## config.mk

```make
export PLATFORM = sky130hd
export DESIGN_NAME = burst_sync_detector
export DESIGN_NICKNAME = d
export VERILOG_FILES = /design/src/rtl/bsd_pkg.sv /design/src/rtl/bsd_matcher.sv /design/src/rtl/bsd_capture.sv /design/src/rtl/bsd_hold_timer.sv /design/src/rtl/burst_sync_detector.sv
export SDC_FILE = /design/constraint.sdc
export NUM_CORES = 1
export LEC_CHECK = 0
export CORE_MARGIN = 4
export CORE_UTILIZATION = 67
export CTS_CLUSTER_DIAMETER = 100
export DETAILED_ROUTE_END_ITERATION = 8
export DONT_BUFFER_PORTS = 1
export PLACE_DENSITY_LB_ADDON = 0.25
export SYNTH_ARGS = -nofsm -noshare
export SYNTH_HDL_FRONTEND = slang
export SYNTH_SLANG_ARGS = --single-unit
```

## constraint.sdc

```tcl
create_clock -name clk -period 4 [get_ports clk]
set_clock_uncertainty 0.1 [all_clocks]
set_input_delay 1.2 -clock clk [delete_from_list [all_inputs] [get_ports clk]]
set_output_delay 1.2 -clock clk [all_outputs]
set_load 0.01 [all_outputs]
```

## src/rtl/bsd_pkg.sv

```systemverilog
package bsd_pkg;

  localparam int WORD_W   = 16;
  localparam int SYNC_LEN = 6;
  localparam int ZERO_RUN = 4;
  localparam int IDX_W    = $clog2(SYNC_LEN);

  typedef logic [WORD_W-1:0] word_t;
  typedef logic [IDX_W-1:0]  idx_t;

  localparam idx_t LAST_IDX = idx_t'(SYNC_LEN - 1);
  localparam idx_t RUN_IDX  = idx_t'(ZERO_RUN);

  typedef enum logic [1:0] {
    CAP_IDLE = 2'd0,
    CAP_PC   = 2'd1,
    CAP_PD   = 2'd2
  } cap_state_t;

  function automatic word_t sync_word(input idx_t pos);
    case (pos)
      idx_t'(4): sync_word = 16'hF872;
      idx_t'(5): sync_word = 16'h4E1F;
      default:   sync_word = 16'h0000;
    endcase
  endfunction

endpackage

```

## src/rtl/bsd_matcher.sv

```systemverilog
module bsd_matcher
  import bsd_pkg::*;
(
  input  logic  clk,
  input  logic  rst,
  input  logic  word_valid,
  input  word_t word_in,
  output logic  sync_hit
);

  idx_t idx_q;
  idx_t idx_d;
  logic is_expected;
  logic is_zero;

  assign is_expected = (word_in == sync_word(idx_q));
  assign is_zero     = (word_in == sync_word(idx_t'(0)));

  always_comb begin
    idx_d    = idx_q;
    sync_hit = 1'b0;
    if (word_valid) begin
      if (is_expected) begin
        if (idx_q == LAST_IDX) begin
          sync_hit = 1'b1;
          idx_d    = '0;
        end else begin
          idx_d = idx_q + idx_t'(1);
        end
      end else if (is_zero) begin
        // a zero run longer than the prefix keeps the last ZERO_RUN zeros
        idx_d = (idx_q == RUN_IDX) ? RUN_IDX : idx_t'(1);
      end else begin
        idx_d = '0;
      end
    end
  end

  always_ff @(posedge clk) begin
    if (rst) idx_q <= '0;
    else     idx_q <= idx_d;
  end

endmodule

```

## src/rtl/bsd_capture.sv

```systemverilog
module bsd_capture
  import bsd_pkg::*;
(
  input  logic  clk,
  input  logic  rst,
  input  logic  sync_hit,
  input  logic  word_valid,
  input  word_t word_in,
  output word_t pc_q,
  output word_t pd_q
);

  cap_state_t st_q;

  always_ff @(posedge clk) begin
    if (rst) begin
      st_q <= CAP_IDLE;
      pc_q <= '0;
      pd_q <= '0;
    end else if (sync_hit) begin
      st_q <= CAP_PC;
    end else if (word_valid) begin
      case (st_q)
        CAP_PC: begin
          pc_q <= word_in;
          st_q <= CAP_PD;
        end
        CAP_PD: begin
          pd_q <= word_in;
          st_q <= CAP_IDLE;
        end
        default: st_q <= CAP_IDLE;
      endcase
    end
  end

endmodule

```

## src/rtl/bsd_hold_timer.sv

```systemverilog
module bsd_hold_timer #(
  parameter int HOLD_FRAMES = 4096
) (
  input  logic clk,
  input  logic rst,
  input  logic sync_hit,
  input  logic frame_tick,
  output logic flag_q
);

  localparam int CNT_W = (HOLD_FRAMES > 1) ? $clog2(HOLD_FRAMES) : 1;
  localparam logic [CNT_W-1:0] CNT_LAST = CNT_W'(HOLD_FRAMES - 1);

  logic [CNT_W-1:0] cnt_q;

  always_ff @(posedge clk) begin
    if (rst) begin
      flag_q <= 1'b0;
      cnt_q  <= '0;
    end else if (sync_hit) begin
      flag_q <= 1'b1;
      cnt_q  <= '0;
    end else if (frame_tick && flag_q) begin
      if (cnt_q == CNT_LAST) begin
        flag_q <= 1'b0;
        cnt_q  <= '0;
      end else begin
        cnt_q <= cnt_q + CNT_W'(1);
      end
    end
  end

endmodule

```

## src/rtl/burst_sync_detector.sv

```systemverilog
module burst_sync_detector #(
  parameter int HOLD_FRAMES = 4096
) (
  input  logic        clk,
  input  logic        rst,
  input  logic        word_valid,
  input  logic        frame_tick,
  input  logic [15:0] word_in,
  output logic        detected,
  output logic [15:0] pc_word,
  output logic [15:0] pd_word
);

  logic sync_hit;

  bsd_matcher u_matcher (
    .clk        (clk),
    .rst        (rst),
    .word_valid (word_valid),
    .word_in    (word_in),
    .sync_hit   (sync_hit)
  );

  bsd_capture u_capture (
    .clk        (clk),
    .rst        (rst),
    .sync_hit   (sync_hit),
    .word_valid (word_valid),
    .word_in    (word_in),
    .pc_q       (pc_word),
    .pd_q       (pd_word)
  );

  bsd_hold_timer #(
    .HOLD_FRAMES (HOLD_FRAMES)
  ) u_timer (
    .clk        (clk),
    .rst        (rst),
    .sync_hit   (sync_hit),
    .frame_tick (frame_tick),
    .flag_q     (detected)
  );

endmodule

```

==> Word level (Yosys, flattened, before mapping) <==
Index checks and enable logic that the tools add are counted.
{ "op_classes": {"bitwise": 1, "add_sub_neg": 2, "n_div": 0, "shift": 0, "n_mux": 15, "n_reduce_logical": 9, "mul": 0, "n_eq_ne": 6, "n_lt_le_gt_ge": 0} }
{ "op_table": {"columns": ["operator", "n"], "rows": [
  ["$pmux 16 s2", 1],
  ["$eq 16x16->1", 1],
  ["$logic_not 16->1", 1],
  ["$add 12x1->12 const B", 1],
  ["$eq 12x12->1 const B", 1],
  ["$mux 12", 1],
  ["$mux 3", 4],
  ["$mux 1", 8],
  ["$eq 3x3->1 const B", 2],
  ["$reduce_and 3->1", 2],
  ["$reduce_bool 2->1", 3],
  ["$add 3x1->3 const B", 1],
  ["$eq 2x1->1 const B", 1],
  ["$eq 2x2->1 const B", 1],
  ["$mux 2", 1],
  ["$reduce_and 2->1", 1],
  ["$reduce_or 2->1", 1],
  ["$logic_and 1x1->1", 1],
  ["$not 1->1", 1]
]} }
{ "word_totals": {"latch_bits": 0, "mem_count": 0, "regBits": 50, "in_bits": 20, "output_inout_bits": 33, "mem_bits_rw": 0, "mem_bits_ro": 0, "elab_cells": 40} }

==> Depth between registers and ports, before layout <==
{ "logic_depth": {"word_depth": 7, "depth_mapped": 8, "ltp_nobuf": 6} }

==> Hierarchy <==
Synthesis repeated with hierarchy kept, for this count alone.
{ "unflattened": {"cells_unflattened": 243, "area_unflattened_um2": 2401.1} }
{ "modules_own_cells": {"columns": ["mod", "n_inst", "area_each_um2", "seq_area_each_um2", "cells_per_inst"], "rows": [
  ["bsd_capture", 1, 1486.4, 680.7, 133],
  ["bsd_hold_timer", 1, 595.6, 260.2, 69],
  ["bsd_matcher", 1, 319.1, 60.1, 41]
]} }

==> Worst setup path before layout <==
No wires, ideal clock.
{ "synth_path": {"kind": "input port to flip-flop", "startpoint": "in word_in[15]", "endpoint": "reg u_matcher.idx_q[0]", "path_stages": 5, "setup_time_ns": 0.123, "setup_slack_ns": 1.186, "n_path_buf": 0, "required_time_ns": 3.777, "arrival_time_ns": 2.590, "path_cell_list": "or4_4 > and4bb_1 > a22oi_1 > nor2_1 > mux2_1"} }
{ "synth_via": {"elab_chain_len": 3, "elab_cells_between_ends": 4, "classes_between": "eq/ne (1); mux (2); reduce/logical (1)"} }
{ "synth_lines": {"columns": ["item", "line", "text"], "rows": [
  ["from (decl)", "burst_sync_detector.sv:8", "input logic [15:0] word_in,"],
  ["$logic_not 16->1", "bsd_matcher.sv:17", "assign is_zero = (word_in == sync_word(idx_t'(0)));"],
  ["$mux 3", "bsd_matcher.sv:30", "end else if (is_zero) begin"],
  ["$mux 3 *", "bsd_matcher.sv:23", "if (is_expected) begin"],
  ["to (signal assigned)", "bsd_matcher.sv:41", "else idx_q <= idx_d;"],
  ["to (decl)", "bsd_matcher.sv:11", "idx_t idx_q;"]
]} }
Mark *: on every way between the ends. The rest lies on a longest branch, timed or not.
A chain may end at the register's enable or synchronous reset.

==> Worst setup path in the final report <==
{ "layout_path": {"startpoint": "in word_in[1]", "endpoint": "reg u_capture.pd_q[7]"} }
{ "layout_via": {"elab_chain_len": 5} }
{ "layout_lines": {"columns": ["item", "line", "text"], "rows": [
  ["$eq 16x16->1", "bsd_matcher.sv:16", "assign is_expected = (word_in == sync_word(idx_q));"],
  ["$mux 1", "bsd_matcher.sv:23", null],
  ["$mux 1", "bsd_matcher.sv:22", "if (word_valid) begin"],
  ["$not 1->1 (no source line)", null, null],
  ["$reduce_and 3->1 (no source line)", null, null],
  ["to (signal assigned)", "bsd_capture.sv:29", "pd_q <= word_in;"],
  ["to (decl)", "bsd_capture.sv:10", "output word_t pd_q"]
]} }
Every way passes these cells.

==> summary.md <==
| Metric | Value |
|---|---|
| Period utilization | `0.6909` |
| First-pass iteration count of the detailed router | `4` |
| Final Net Count | `262` |
| Final Wtd Congestion | `a little over 0.8` |
| Total CTS buffers | `5` |
| Final setup viols | `0` |
| Via density | `5.647` |
| Post-route ant nets | `0` |
| RSZ-0062 raised after global routing | `false` |
| Most used DFF post-synth | `dfxtp_1` |
| Slew headroom | `0.4652` |
| IO Count | `53` |
| Clk slew on worst S/H paths | `0.13 ns` |
| Post-Synthesis Cells | `245` |
| First-pass GRT wire length | `7534 um` |
| Asr flop ratio synth | `0` |
| Initial DRC count | `96` |
| Clk Latency, worst-skew pair | `0.36 ns` |
| Pleak | `0.0008433 uW` |
| Required @ worst endpoint | `4.18 ns` |
| Max-cap check violation count | `0` |
| Met1 GRT Util | `0.3043` |
| Netlist cell types | `37` |
| EDFF count, synth | `0` |
| Vias in the first global route | `~1600` |
| Met2 Track Usage GR | `0.3321` |
| Initial Utilization | `0.7187` |
| Synth-to-Final Area Change | `2.485%` |
| Post-synthesis sequential area ratio | `0.4417` |
| Hold buffer count at cts | `0` |
| Initial antenna violation count | `0` |
| Drt total wl | `4463 um` |
| Cts repair resizes | `0` |
| GR Util All Layers | `0.2263` |
| Routed length per instance | `15.60 um` |
| Met3 Track Usage GR | `0.08333` |
| Die Ht | `66.16 um` |
| Final TNS setup | `0 ns` |
| Post-CTS Setup Bufs | `0` |
| DIE WIDTH | `between 60 and 70 um` |
| Cell area after synthesis | `roughly 2300 sq um` |
| Root Buffer | `clkbuf_4` |
| Yosys reg bits | `50` |
| Max-slew violations | `0` |
| Site row count | `20` |
| Synth top area share | `0.4417` |
| Post-Syn Area per Cell | `9.249 sq um` |
| Post-Synthesis Net Count | `266` |
| Status | `finished, final reports clean` |
| Core box area | `3153 sq um` |
| Fin util | `0.7365` |
| Kind of critical path | `in2reg` |
| IO buf count | `0` |
| Peak supply drop | `0.2800 mV` |
| TritonCTS Sinks | `50` |
| Worst Path Max Fanout | `11` |
| Residual DRC | `0` |
| Crit path launch type | `input port` |
| Via Count | `1615` |
| Die ar. | `4376 sq um` |
| Worst Setup End Kind | `flop` |
| Worst hold-check path type | `reg2reg` |
| Synth Warn # | `0` |
| # H-tree levels | `2` |
| Filler cells | `242` |
| Total power per unit cell area | `325.2 nW/um^2` |
| Fmax | `approximately 360 MHz` |
| Fraction of layout cells with a size suffix above 1 | `0.04959` |
| Detailed Place HPWL | `3320 um` |
| GRT overflow | `0` |
| Min Tclk post-route | `2.763 ns` |
| Yosys top cell by area | `dfxtp_1` |
| Fin. Hold Viols | `0` |
| WP data arrival | `2.95 ns` |
| Largest net degree at the start of global routing | `just under 60` |
| Ranking of synthesized cells by area | `dfxtp_1, mux2i_1, nand2b_1` |
| Least-Margin Pin Slew | `around 0.8 ns` |
| TritonCTS clock tree | `done` |
| Inserted Diodes | `0` |
| Max Root-Sink Buffers | `2` |
| Global route hottest layer | `met2` |
## placed cells by master (no fill, tap or decap), drive strengths merged, types with 2 or more instances in the layout
cell	n
a21oi	8
clkbuf	7
dfxtp	50
inv	2
mux2	2
mux2i	33
nand2	12
nand2b	35
nand3	6
nand3b	3
nand4	7
nor2	40
nor3	4
nor4	2
o21ai	2
xnor2	6
xor2	5
## final cells by class
cell class,count,area (sq um),area share
inverters,2,7.507,0.003233
clock inverters,1,5.005,0.002155
flip-flops and latches,50,1001,0.4310
repair buffers,1,7.507,0.003233
multi-input cells,181,1191,0.5129
well taps,44,55.05,0.02371
clock buffers,7,55.05,0.02371
## where the power goes
| part | switching, uW | total [uW] | leakage, uW | internal, uW |
|---|---|---|---|---|
| sequential | 1.96 | 501 | 0.000403 | 499 |
| combinational | 9.78 | 23.5 | 0.000405 | 13.7 |
| clock | 145 | 231 | 0.0000353 | 85.4 |
| total | 157 | 755 | 0.000843 | 598 |
## synthesized netlist by cell type (2+ instances only)
| cell type | count |
|---|---|
| dfxtp_1 | 50 |
| inv_1 | 2 |
| nand3_1 | 6 |
| mux2i_1 | 33 |
| buf_6 | 3 |
| a21oi_1 | 8 |
| o21ai_0 | 2 |
| nand3b_1 | 3 |
| xor2_1 | 5 |
| nand2b_1 | 35 |
| nor4_1 | 2 |
| nand2_1 | 12 |
| nand4_1 | 7 |
| nor3_1 | 4 |
| xnor2_1 | 6 |
| clkbuf_1 | 7 |
| nor2_1 | 40 |
## sequential cells by signal (all words and copies together), names as in the netlist
name	flops
u_capture.pc_q	16
u_timer.flag_q	1
u_capture.pd_q	16
u_capture.st_q	2
u_timer.cnt_q	12
u_matcher.idx_q	3
## worst max-delay path: stages
cell,delay (ns)
nand4_1,0.08
nor4_1,0.61
nand3_1,0.19
nand4b_1,0.58
mux2i_1,0.28
## stage by stage
stage	hold slack [ns]	power (uW)	worst slack [ns]	instance area, sq um	std cells
after global routing	0.4341	788.4	1.131	2322	286
after detailed placement	0.3935	535.5	0.8619	2262	278
after CTS	0.4108	763.0	1.254	2322	286
after global placement	0.3712	534.7	0.9510	2262	278
final	0.4061	755.2	1.237	2322	286
after floorplan	0.3580	538.6	1.186	2266	245
## path summary, 6_finish.rpt
kind / start / slack [ns] / end / depth (start not counted)
setup / recovery: word_in[1] / 1.24 / u_capture.pd_q[7] / 5
hold / removal: u_capture.st_q[0] / 0.41 / u_capture.st_q[0] / 2
setup reg to reg: u_matcher.idx_q[2] / 1.51 / u_capture.pd_q[7] / 5
hold reg to reg: u_capture.st_q[0] / 0.41 / u_capture.st_q[0] / 2
## metal layers
metal	vias to the layer above	routed length [um]
met4	0	33
met2	65	1947
li1	821	-
met1	727	2036
met5	-	0
met3	2	446
## cell families after synthesis
kind of cell | share of synthesized area
flops | 0.4417
compound gates | 0.04473
buf+inv | 0.03534
fa+ha+maj | 0.005521
simple gates | 0.2744
xor+xnor | 0.04252
mux | 0.1557
No activity file was read; power rests on OpenSTA's default activity.
